### config.mk
export PLATFORM = sky130hd
export DESIGN_NAME = vec_int_alu
export DESIGN_NICKNAME = d
export VERILOG_FILES = /design/src/rtl/vialu_pkg.sv /design/src/rtl/vialu_decode.sv /design/src/rtl/vialu_lane.sv /design/src/rtl/vialu_exc_log.sv /design/src/rtl/vec_int_alu.sv
export SDC_FILE = /design/constraint.sdc
export NUM_CORES = 2
export LEC_CHECK = 0
export BUFFER_PORTS_ARGS = -buffer_cell sky130_fd_sc_hd__buf_2
export CAP_MARGIN = 10
export CORE_ASPECT_RATIO = 0.9
export CORE_MARGIN = 3
export CORE_UTILIZATION = 50
export CTS_CLUSTER_SIZE = 25
export DETAILED_ROUTE_END_ITERATION = 10
export GPL_TIMING_DRIVEN = 0
export HOLD_SLACK_MARGIN = 0.02
export PLACE_DENSITY = 0.67
export RECOVER_POWER = 50
export SLEW_MARGIN = 20
export SYNTH_ARGS = -nofsm -noshare
export SYNTH_HDL_FRONTEND = slang
export SYNTH_SLANG_ARGS = --single-unit
### constraint.sdc
create_clock -name clk -period 11.5 [get_ports clk]
set_clock_uncertainty 0.1 [all_clocks]
set_input_delay 2.3 -clock clk [delete_from_list [all_inputs] [get_ports clk]]
set_output_delay 2.3 -clock clk [all_outputs]
set_load 0.1 [all_outputs]
### src/rtl/vialu_pkg.sv
package vialu_pkg;

   typedef enum logic [2:0] {
      OP_ADD,
      OP_SUB,
      OP_MUL,
      OP_OR,
      OP_BIC,
      OP_XOR,
      OP_SRL,
      OP_SLL
   } vop_e;

   localparam logic [7:0] OPC_TAG = 8'hFD;

   function automatic logic op_is_arith(input vop_e op);
      return (op == OP_ADD) || (op == OP_SUB) || (op == OP_MUL);
   endfunction

   function automatic logic op_is_logic(input vop_e op);
      return (op == OP_OR) || (op == OP_BIC) || (op == OP_XOR);
   endfunction

endpackage

### src/rtl/vialu_decode.sv
module vialu_decode
   import vialu_pkg::*;
(
   input  logic [15:0] opcode,
   output logic        legal,
   output vop_e        op,
   output logic        use_scalar
);

   logic [7:0] sel;

   always_comb begin
      sel        = {opcode[15:9], 1'b0};
      use_scalar = opcode[8];
      legal      = 1'b0;
      op         = OP_ADD;
      if (opcode[7:0] == OPC_TAG) begin
         legal = 1'b1;
         case (sel)
            8'h80:   op = OP_ADD;
            8'h88:   op = OP_SUB;
            8'hA0:   op = OP_MUL;
            8'hC8:   op = OP_OR;
            8'hCC:   op = OP_BIC;
            8'hE8:   op = OP_XOR;
            8'hE0:   op = OP_SRL;
            8'hE4:   op = OP_SLL;
            default: legal = 1'b0;
         endcase
      end
   end

endmodule

### src/rtl/vialu_lane.sv
module vialu_lane
   import vialu_pkg::*;
#(
   parameter int HALF_W      = 32,
   parameter int SHIFT_STYLE = 1,
   localparam int ELEM_W     = 2 * HALF_W,
   localparam int SH_W       = $clog2(HALF_W)
) (
   input  vop_e              op,
   input  logic [HALF_W-1:0] a,
   input  logic [ELEM_W-1:0] b,
   output logic [ELEM_W-1:0] res,
   output logic              ovf
);

   logic [HALF_W-1:0] b_lo;
   logic [HALF_W-1:0] sum, dif, srl_v, sll_v;
   logic signed [ELEM_W-1:0] sa, sb, prod;
   logic ovf_add, ovf_sub, ovf_mul;
   logic [HALF_W:0] prod_hi;

   assign b_lo = b[HALF_W-1:0];
   assign sum  = a + b_lo;
   assign dif  = a - b_lo;
   assign ovf_add = (a[HALF_W-1] == b_lo[HALF_W-1]) && (sum[HALF_W-1] != a[HALF_W-1]);
   assign ovf_sub = (a[HALF_W-1] != b_lo[HALF_W-1]) && (dif[HALF_W-1] != a[HALF_W-1]);

   assign sa      = {{HALF_W{a[HALF_W-1]}}, a};
   assign sb      = {{HALF_W{b_lo[HALF_W-1]}}, b_lo};
   assign prod    = sa * sb;
   assign prod_hi = prod[ELEM_W-1:HALF_W-1];
   assign ovf_mul = !((&prod_hi) || !(|prod_hi));

   generate
      if (SHIFT_STYLE == 0) begin : g_shift_op
         assign srl_v = b_lo >> a[SH_W-1:0];
         assign sll_v = b_lo << a[SH_W-1:0];
      end else begin : g_shift_barrel
         logic [HALF_W-1:0] rstg [SH_W+1];
         logic [HALF_W-1:0] lstg [SH_W+1];
         assign rstg[0] = b_lo;
         assign lstg[0] = b_lo;
         for (genvar g = 0; g < SH_W; g++) begin : g_stage
            localparam int AMT = 1 << g;
            assign rstg[g+1] = a[g] ? (rstg[g] >> AMT) : rstg[g];
            assign lstg[g+1] = a[g] ? (lstg[g] << AMT) : lstg[g];
         end
         assign srl_v = rstg[SH_W];
         assign sll_v = lstg[SH_W];
      end
   endgenerate

   always_comb begin
      res = '0;
      ovf = 1'b0;
      case (op)
         OP_ADD: begin res[HALF_W-1:0] = sum;               ovf = ovf_add; end
         OP_SUB: begin res[HALF_W-1:0] = dif;               ovf = ovf_sub; end
         OP_MUL: begin res[HALF_W-1:0] = prod[HALF_W-1:0];  ovf = ovf_mul; end
         OP_OR:  res = {b[ELEM_W-1:HALF_W], a | b_lo};
         OP_BIC: res = {b[ELEM_W-1:HALF_W], b_lo & ~a};
         OP_XOR: res = {b[ELEM_W-1:HALF_W], a ^ b_lo};
         OP_SRL: res[HALF_W-1:0] = srl_v;
         OP_SLL: res[HALF_W-1:0] = sll_v;
         default: res = '0;
      endcase
   end

endmodule

### src/rtl/vialu_exc_log.sv
module vialu_exc_log #(
   parameter int NREG    = 16,
   localparam int REG_W  = $clog2(NREG)
) (
   input  logic             clk,
   input  logic             rst_n,
   input  logic             clear,
   input  logic             event_v,
   input  logic [REG_W-1:0] dst,
   output logic             ovf,
   output logic [NREG-1:0]  mask
);

   logic [NREG-1:0] hit;

   assign hit = event_v ? (NREG'(1) << dst) : '0;

   always_ff @(posedge clk or negedge rst_n) begin
      if (!rst_n) begin
         ovf  <= 1'b0;
         mask <= '0;
      end else begin
         ovf  <= (ovf & ~clear) | event_v;
         mask <= (clear ? '0 : mask) | hit;
      end
   end

endmodule

### src/rtl/vec_int_alu.sv
module vec_int_alu
   import vialu_pkg::*;
#(
   parameter int HALF_W      = 32,
   parameter int NREG        = 16,
   parameter int MAX_VL      = 64,
   parameter int SHIFT_STYLE = 1,
   localparam int ELEM_W     = 2 * HALF_W,
   localparam int REG_W      = $clog2(NREG),
   localparam int VL_W       = $clog2(MAX_VL + 1)
) (
   input  logic              clk,
   input  logic              rst_n,
   input  logic              start,
   input  logic [15:0]       opcode,
   input  logic              exc_en,
   input  logic [REG_W-1:0]  dst_reg,
   input  logic [VL_W-1:0]   vlen,
   input  logic [HALF_W-1:0] scalar,
   input  logic              elem_valid,
   input  logic [HALF_W-1:0] elem_a,
   input  logic [ELEM_W-1:0] elem_b,
   input  logic              exc_clear,
   output logic              busy,
   output logic              res_valid,
   output logic [ELEM_W-1:0] res_data,
   output logic [VL_W-1:0]   res_idx,
   output logic              exc_ovf,
   output logic [NREG-1:0]   exc_dst_mask
);

   generate
      if (HALF_W < 8 || (HALF_W & (HALF_W - 1)) != 0) begin : g_bad_half
         $error("HALF_W must be a power of two of at least 8");
      end
      if (NREG < 2 || MAX_VL < 1) begin : g_bad_size
         $error("NREG must be at least 2 and MAX_VL at least 1");
      end
   endgenerate

   logic              dec_legal, dec_scal;
   vop_e              dec_op;
   logic              start_ok, accept, last_elem;
   logic              busy_q, sel_scal_q, en_q;
   vop_e              op_q;
   logic [HALF_W-1:0] scal_q, a_opnd;
   logic [REG_W-1:0]  dst_q;
   logic [VL_W-1:0]   len_q, cnt_q;
   logic [ELEM_W-1:0] lane_res;
   logic              lane_ovf;

   vialu_decode u_dec (
      .opcode     (opcode),
      .legal      (dec_legal),
      .op         (dec_op),
      .use_scalar (dec_scal)
   );

   assign start_ok  = start && !busy_q && dec_legal &&
                      (vlen != '0) && (vlen <= VL_W'(MAX_VL));
   assign accept    = busy_q && elem_valid;
   assign last_elem = (cnt_q == len_q - VL_W'(1));
   assign a_opnd    = sel_scal_q ? scal_q : elem_a;

   always_ff @(posedge clk or negedge rst_n) begin
      if (!rst_n) begin
         busy_q     <= 1'b0;
         op_q       <= OP_ADD;
         sel_scal_q <= 1'b0;
         en_q       <= 1'b0;
         scal_q     <= '0;
         dst_q      <= '0;
         len_q      <= '0;
         cnt_q      <= '0;
      end else if (start_ok) begin
         busy_q     <= 1'b1;
         op_q       <= dec_op;
         sel_scal_q <= dec_scal;
         en_q       <= exc_en;
         scal_q     <= scalar;
         dst_q      <= dst_reg;
         len_q      <= vlen;
         cnt_q      <= '0;
      end else if (accept) begin
         cnt_q <= cnt_q + VL_W'(1);
         if (last_elem) busy_q <= 1'b0;
      end
   end

   vialu_lane #(
      .HALF_W      (HALF_W),
      .SHIFT_STYLE (SHIFT_STYLE)
   ) u_lane (
      .op  (op_q),
      .a   (a_opnd),
      .b   (elem_b),
      .res (lane_res),
      .ovf (lane_ovf)
   );

   always_ff @(posedge clk or negedge rst_n) begin
      if (!rst_n) begin
         res_valid <= 1'b0;
         res_data  <= '0;
         res_idx   <= '0;
      end else begin
         res_valid <= accept;
         if (accept) begin
            res_data <= lane_res;
            res_idx  <= cnt_q;
         end
      end
   end

   vialu_exc_log #(.NREG(NREG)) u_exc (
      .clk     (clk),
      .rst_n   (rst_n),
      .clear   (exc_clear),
      .event_v (accept && en_q && lane_ovf),
      .dst     (dst_q),
      .ovf     (exc_ovf),
      .mask    (exc_dst_mask)
   );

   assign busy = busy_q;

endmodule

==> Word level (Yosys, flattened, before mapping) <==
Cells that the tools add are included.
{ "word_totals": {"register_bits": 145, "inputBits": 161, "output_inout_bits": 90, "word_cells": 96} }
{ "op_classes": {"addsub": 4, "multipliers": 1, "magnitude_cmp": 1, "eq_ne": 21, "shift": 1, "muxes": 25, "bitwise": 8, "reduce_logical": 22} }
{ "op_table": {"columns": ["op", "count"], "rows": [
  ["$mux W32", 12],
  ["$pmux W32 S8", 1],
  ["$mul A32 B32 Y64", 1],
  ["$eq A7 B7 Y1 const B", 8],
  ["$reduce_and A33 Y1", 1],
  ["$reduce_or A33 Y1", 1],
  ["$add A32 B32 Y32", 1],
  ["$and A32 B32 Y32", 1],
  ["$mux W16", 2],
  ["$not A32 Y32", 1],
  ["$or A32 B32 Y32", 1],
  ["$sub A32 B32 Y32", 1],
  ["$xor A32 B32 Y32", 1],
  ["$pmux W3 S7", 1],
  ["$or A16 B16 Y16", 1],
  ["$shl A1 B4 Y16 const A", 1],
  ["$mux W7", 2],
  ["$eq A3 B3 Y1 const B", 4],
  ["$logic_and A1 B1 Y1", 9],
  ["$eq A8 B8 Y1 const B", 1],
  ["$reduce_or A8 Y1", 1],
  ["$add A7 B1 Y7 const B", 1],
  ["$eq A7 B7 Y1", 1],
  ["$le A7 B7 Y1 const B", 1],
  ["other kinds (18)", 28]
]} }

==> Longest topological paths before layout <==
{ "logic_depth": {"depth_word": 10, "ltp_mapped": 38, "depth_no_buf": 32} }

==> Cells and area by module <==
A second synthesis with hierarchy kept.
{ "unflattened": {"cells_unflattened": 5573, "area_unflattened_um2": 49984.2} }
{ "by_module_without_submodules": {"columns": ["mod", "n_inst", "cells_per_inst", "area_each_um2", "seq_area_each_um2"], "rows": [
  ["vialu_lane", 1, 5136, 43730.7, 0.0],
  ["vec_int_alu", 1, 358, 5403.9, 3203.1],
  ["vialu_exc_log", 1, 57, 710.7, 425.4],
  ["vialu_decode", 1, 22, 138.9, 0.0]
]} }

==> Least setup slack after synthesis <==
OpenSTA, ideal clock, no wires.
{ "synth_timing": {"path_type": "input-to-reg", "from": "input elem_a[1]", "to": "register u_exc.mask[10]", "setup_ns": 0.139, "arrival_ns": 11.510, "required_ns": 11.261, "slack_ns": -0.249, "stages": 32, "n_path_buf": 7, "cell_sequence": "mux2i_1 -> clkbuf_1 -> buf_1 -> clkbuf_1 -> clkbuf_1 -> buf_1 -> nand2_1 -> fa_1 -> fa_1 -> fa_1 -> fa_1 -> fa_1 -> fa_1 -> fa_1 -> fa_1 -> inv_1 -> ha_1 -> buf_2 -> a21oi_1 -> o21ai_0 -> a21o_1 -> a21o_1 -> a21o_1 -> nor3b_2 -> xnor2_1 -> o211ai_2 -> or4_1 -> nor4_2 -> a32oi_1 -> a211oi_4 -> buf_8 -> o22ai_2"} }
{ "synth_between": {"elab_chain_cells": 10, "elab_cells_between_ends": 17, "cone_classes": "2 x add/sub; 1 x mul; 2 x eq/ne; 3 x mux; 1 x bitwise; 8 x reduce/logical"} }
{ "synth_lines": {"columns": ["element", "line", "source"], "rows": [
  ["start: declaration", "vec_int_alu.sv:21", "input logic [HALF_W-1:0] elem_a,"],
  ["$mux W32 (*)", "vec_int_alu.sv:63", "assign a_opnd = sel_scal_q ? scal_q : elem_a;"],
  ["$mul A32 B32 Y64", "vialu_lane.sv:30", "assign prod = sa * sb;"],
  ["$reduce_or A33 Y1", "vialu_lane.sv:32", "assign ovf_mul = !((&prod_hi) || !(|prod_hi));"],
  ["$logic_not A1 Y1", "vialu_lane.sv:32", null],
  ["$logic_or A1 B1 Y1", "vialu_lane.sv:32", null],
  ["$logic_not A1 Y1", "vialu_lane.sv:32", null],
  ["$pmux W1 S3 (*)", "vialu_lane.sv:56", "case (op)"],
  ["$logic_and A1 B1 Y1 (*)", "vec_int_alu.sv:119", ".event_v (accept && en_q && lane_ovf),"],
  ["$mux W16 (*)", "vialu_exc_log.sv:16", "assign hit = event_v ? (NREG'(1) << dst) : '0;"],
  ["$or A16 B16 Y16 (*)", "vialu_exc_log.sv:24", "mask <= (clear ? '0 : mask) | hit;"],
  ["end signal: assignment", "vialu_exc_log.sv:24", null],
  ["end: declaration", "vialu_exc_log.sv:11", "output logic [NREG-1:0] mask"]
]} }
Every way passes the cells marked *; elsewhere a longest branch is shown, timed or not.
A chain may end at the register's enable or synchronous reset.

==> Final worst setup path <==
{ "layout_timing": {"from": "input elem_a[0]", "to": "register u_exc.mask[6]"} }
The elaborated chain is that of the path after synthesis.

==> impl_metrics.yaml <==
status:
  outcome: "finished, violations left"
  violations: "DRC, capacitance limit, slew limit, setup timing"
cts:
  cts_root_buf: "clkbuf_16"
  clkLatencyLatePin_ns: 0.43
  clk_pin_slew_ns: 0.06
  tritoncts: "built"
  cts.sinks: 145
  cts_buffers: 17
  cts_hold_buf: 0
  clk_path_buf_depth: 2
  htreeDepth: 4
cells_and_area:
  nets: 7455
  drive_gt1_frac: 0.164
  stdcell_count: 7187
  fillers: 8590
  multiInputGateArea_sq_um: 42300
  seqCellArea_sq_um: 3630
  mostFrequentLayoutCells: "fa_1 (1062), inv_1 (786), nand2_1 (784)"
  final_common_cell: "fa_1"
  area_growth_pct: 15.7
placed_design:
  portBuffers: 247
  dp_cells: 7032
  gp_congestion: 1.10
  hpwl_um: 195000
timing:
  period_minus_slack_ns: 11.53
  worst_slack_ns: -0.0301
  slew_violations: 148
  hold_viol: 0
  fmax_mhz: 86.7
  max_slew_margin: -1.95
  setup_viol: 10
  worst_pin_slew_ns: 4.43
  rsz0062_at_grt: "true"
  fin_crit_sh: 1.00
worst_setup_path:
  crit_buf_inv: 7
  cp.arrival_ns: 11.71
  critPathRequiredTime_ns: 11.68
  rr_endpoint: "u_exc.mask[6]"
  critPathLaunchType: "input pin"
  path_class: "input pin to flop"
  critical_path.max_fanout: 10
  cp-end-kind: "flop"
  max_stage_delay_ns: 0.60
  r2r-start: "sel_scal_q"
  r2r_cells: 35
  cp_top_family: "adder cells"
  slowest_stage: "fa_1"
  crit_top_cell: "fa_1"
  rrSetupSlack_ns: 0.13
  startpoint: "elem_a[0]"
die:
  die-area_sq_um: 102000
  die_h_um: 303
  io_pins: 251
  core_area_sq_um: 96800
  die_x_um: 336
  rows: 108
  initial_utilization: 0.506
synth:
  syn_nets: 7067
  synth_edf_count: 0
  synth_top_area_frac: 0.443
  synth_top_cell_by_area: "fa_1"
  ys_warn_count: 0
  synthCells: 5509
  ys_ff_latch: 145
  ys_top_cells_by_area: "fa_1 (44%), ha_1 (8.0%), dfrtp_1 (7.4%), inv_1 (6.3%), nand2_1 (6.1%)"
  netlist_area_sq_um: 49000
  ys.flop_type: "dfrtp_1"
  ys_async_sr_fraction: 1.00
  ys_types: 103
  postSynthAreaPerCell_sq_um: 8.89
  ys_seq_area_frac: 0.0741
drt:
  firstDrtPassIters: 11
  detail_route.vias_per_cell: 6.29
  wl_per_cell_um: 32.8
  postRouteAntennaNets: 0
  num_vias: 45210
  drc_errors: 2
  wl_um: 236000
  drtIter0Drc: 5618
global_routing:
  grt_pass1_vias: 45512
  grt-ovfl-total: 0
  grt_max_degree: 85
  antenna_found_initial: 10
  grt_usage: 0.466
  grt_pass1_wl_um: 334000
worst_hold_path:
  hold_end: "res_idx[3]"
  min_from: "res_idx[3]"
  min_path_type: "flop to flop"
  whs_path_depth: 2
job:
  maxCapViolations: 2
==> stage by stage <==
stage | setup WS (ns) | TNS (ns) | cell area [sq um] | util | hold slack (ns)
floorplan | 0.0181 | 0 | 49000 | - | 0.371
global placement | -5.68 | -155.28 | 51800 | 0.536 | 0.353
detailed placement | -5.26 | -135.28 | 52100 | 0.539 | 0.358
CTS | 0.000295 | 0 | 55400 | 0.573 | 0.373
global route | -0.0667 | -0.604 | 56700 | 0.586 | 0.407
finish | -0.0301 | -0.163 | 56700 | 0.586 | 0.375
==> sequential cells by signal (all words and copies together) (netlist names), 3 cells and up <==
register    cells
res_idx         7
u_exc.mask     16
res_data       64
dst_q           4
len_q           7
cnt_q           7
op_q            3
scal_q         32
==> metal layers <==
layer / track usage / vias to the layer above / share of wire / wire length [um]
met2: 0.669 / 3269 / 0.41 / 97600
li1: - / 18140 / - / -
met3: 0.165 / 890 / 0.13 / 31500
met5: 0 / - / 0.00036 / 84
met1: 0.602 / 22899 / 0.37 / 86300
met4: 0.297 / 12 / 0.086 / 20400
==> repair_timing <==
item | in CTS | in global routing
setup buffers | 93 | 66
resized for setup | 562 | 337
pin swaps | 32 | 86
endpoints found under the setup margin | 40 | 17
cloned | 1 | 2
==> logic make-up after synthesis <==
| family | synth area share |
|---|---|
| flops | 0.0741 |
| compound gates | 0.107 |
| mux | 0.0402 |
| fa+ha+maj | 0.523 |
| buf+inv | 0.0928 |
| xor+xnor | 0.0198 |
| simple gates | 0.143 |
==> Yosys cell counts (all sizes together) (7+ instances only) <==
master	number
a22oi	8
a221oi	25
nor3b	8
nand2	799
o211ai	31
nand2b	16
a31oi	32
nor4	14
and3	20
buf	46
a211oi	23
o221ai	19
dfrtp	145
xor2	37
a22o	36
o21bai	22
nand4	25
nor3	39
nor2b	36
a21o	49
xnor2	74
o21ai	188
nor2	604
fa	1084
inv	830
mux2	56
o2111ai	10
a221o	7
nand3	56
or2	12
or3	12
mux2i	134
clkinv	20
a21oi	220
ha	313
o31ai	14
o22ai	45
o21a	19
and2	13
clkbuf	288
==> worst reg2reg max path, delay by kind of cell (launching register included) <==
kind            cells  cell delay (ns)
mux                 1             0.33
flops               1             0.73
simple gates        5             1.54
fa+ha+maj           9             4.23
compound gates      8             1.69
buf+inv            11             2.45
xor+xnor            1             0.14
==> worst max path at each step <==
stage | end | slack [ns] | cells past startpoint
after floorplan | u_exc.mask[10] | 0.02 | 32
after global placement | u_exc.mask[9] | -5.68 | 32
after detailed placement | u_exc.mask[8] | -5.26 | 33
after CTS | u_exc.mask[11] | 0.0003 | 33
after global routing | u_exc.mask[6] | -0.07 | 34
final | u_exc.mask[6] | -0.03 | 31
==> layout make-up <==
cell class                      instances  share of cell area
Clock buffer                           19             0.00781
Tap cell                             1265              0.0279
Sequential cell                       145              0.0640
Multi-Input combinational cell       4177               0.746
Buffer                                285              0.0401
Clock inverter                         13             0.00408
Timing Repair Buffer                  421              0.0497
Antenna cell                           12            0.000530
Inverter                              850              0.0601
Power is not shown: default switching activity piles up to over one toggle a cycle in this logic, so the estimate is an artifact.
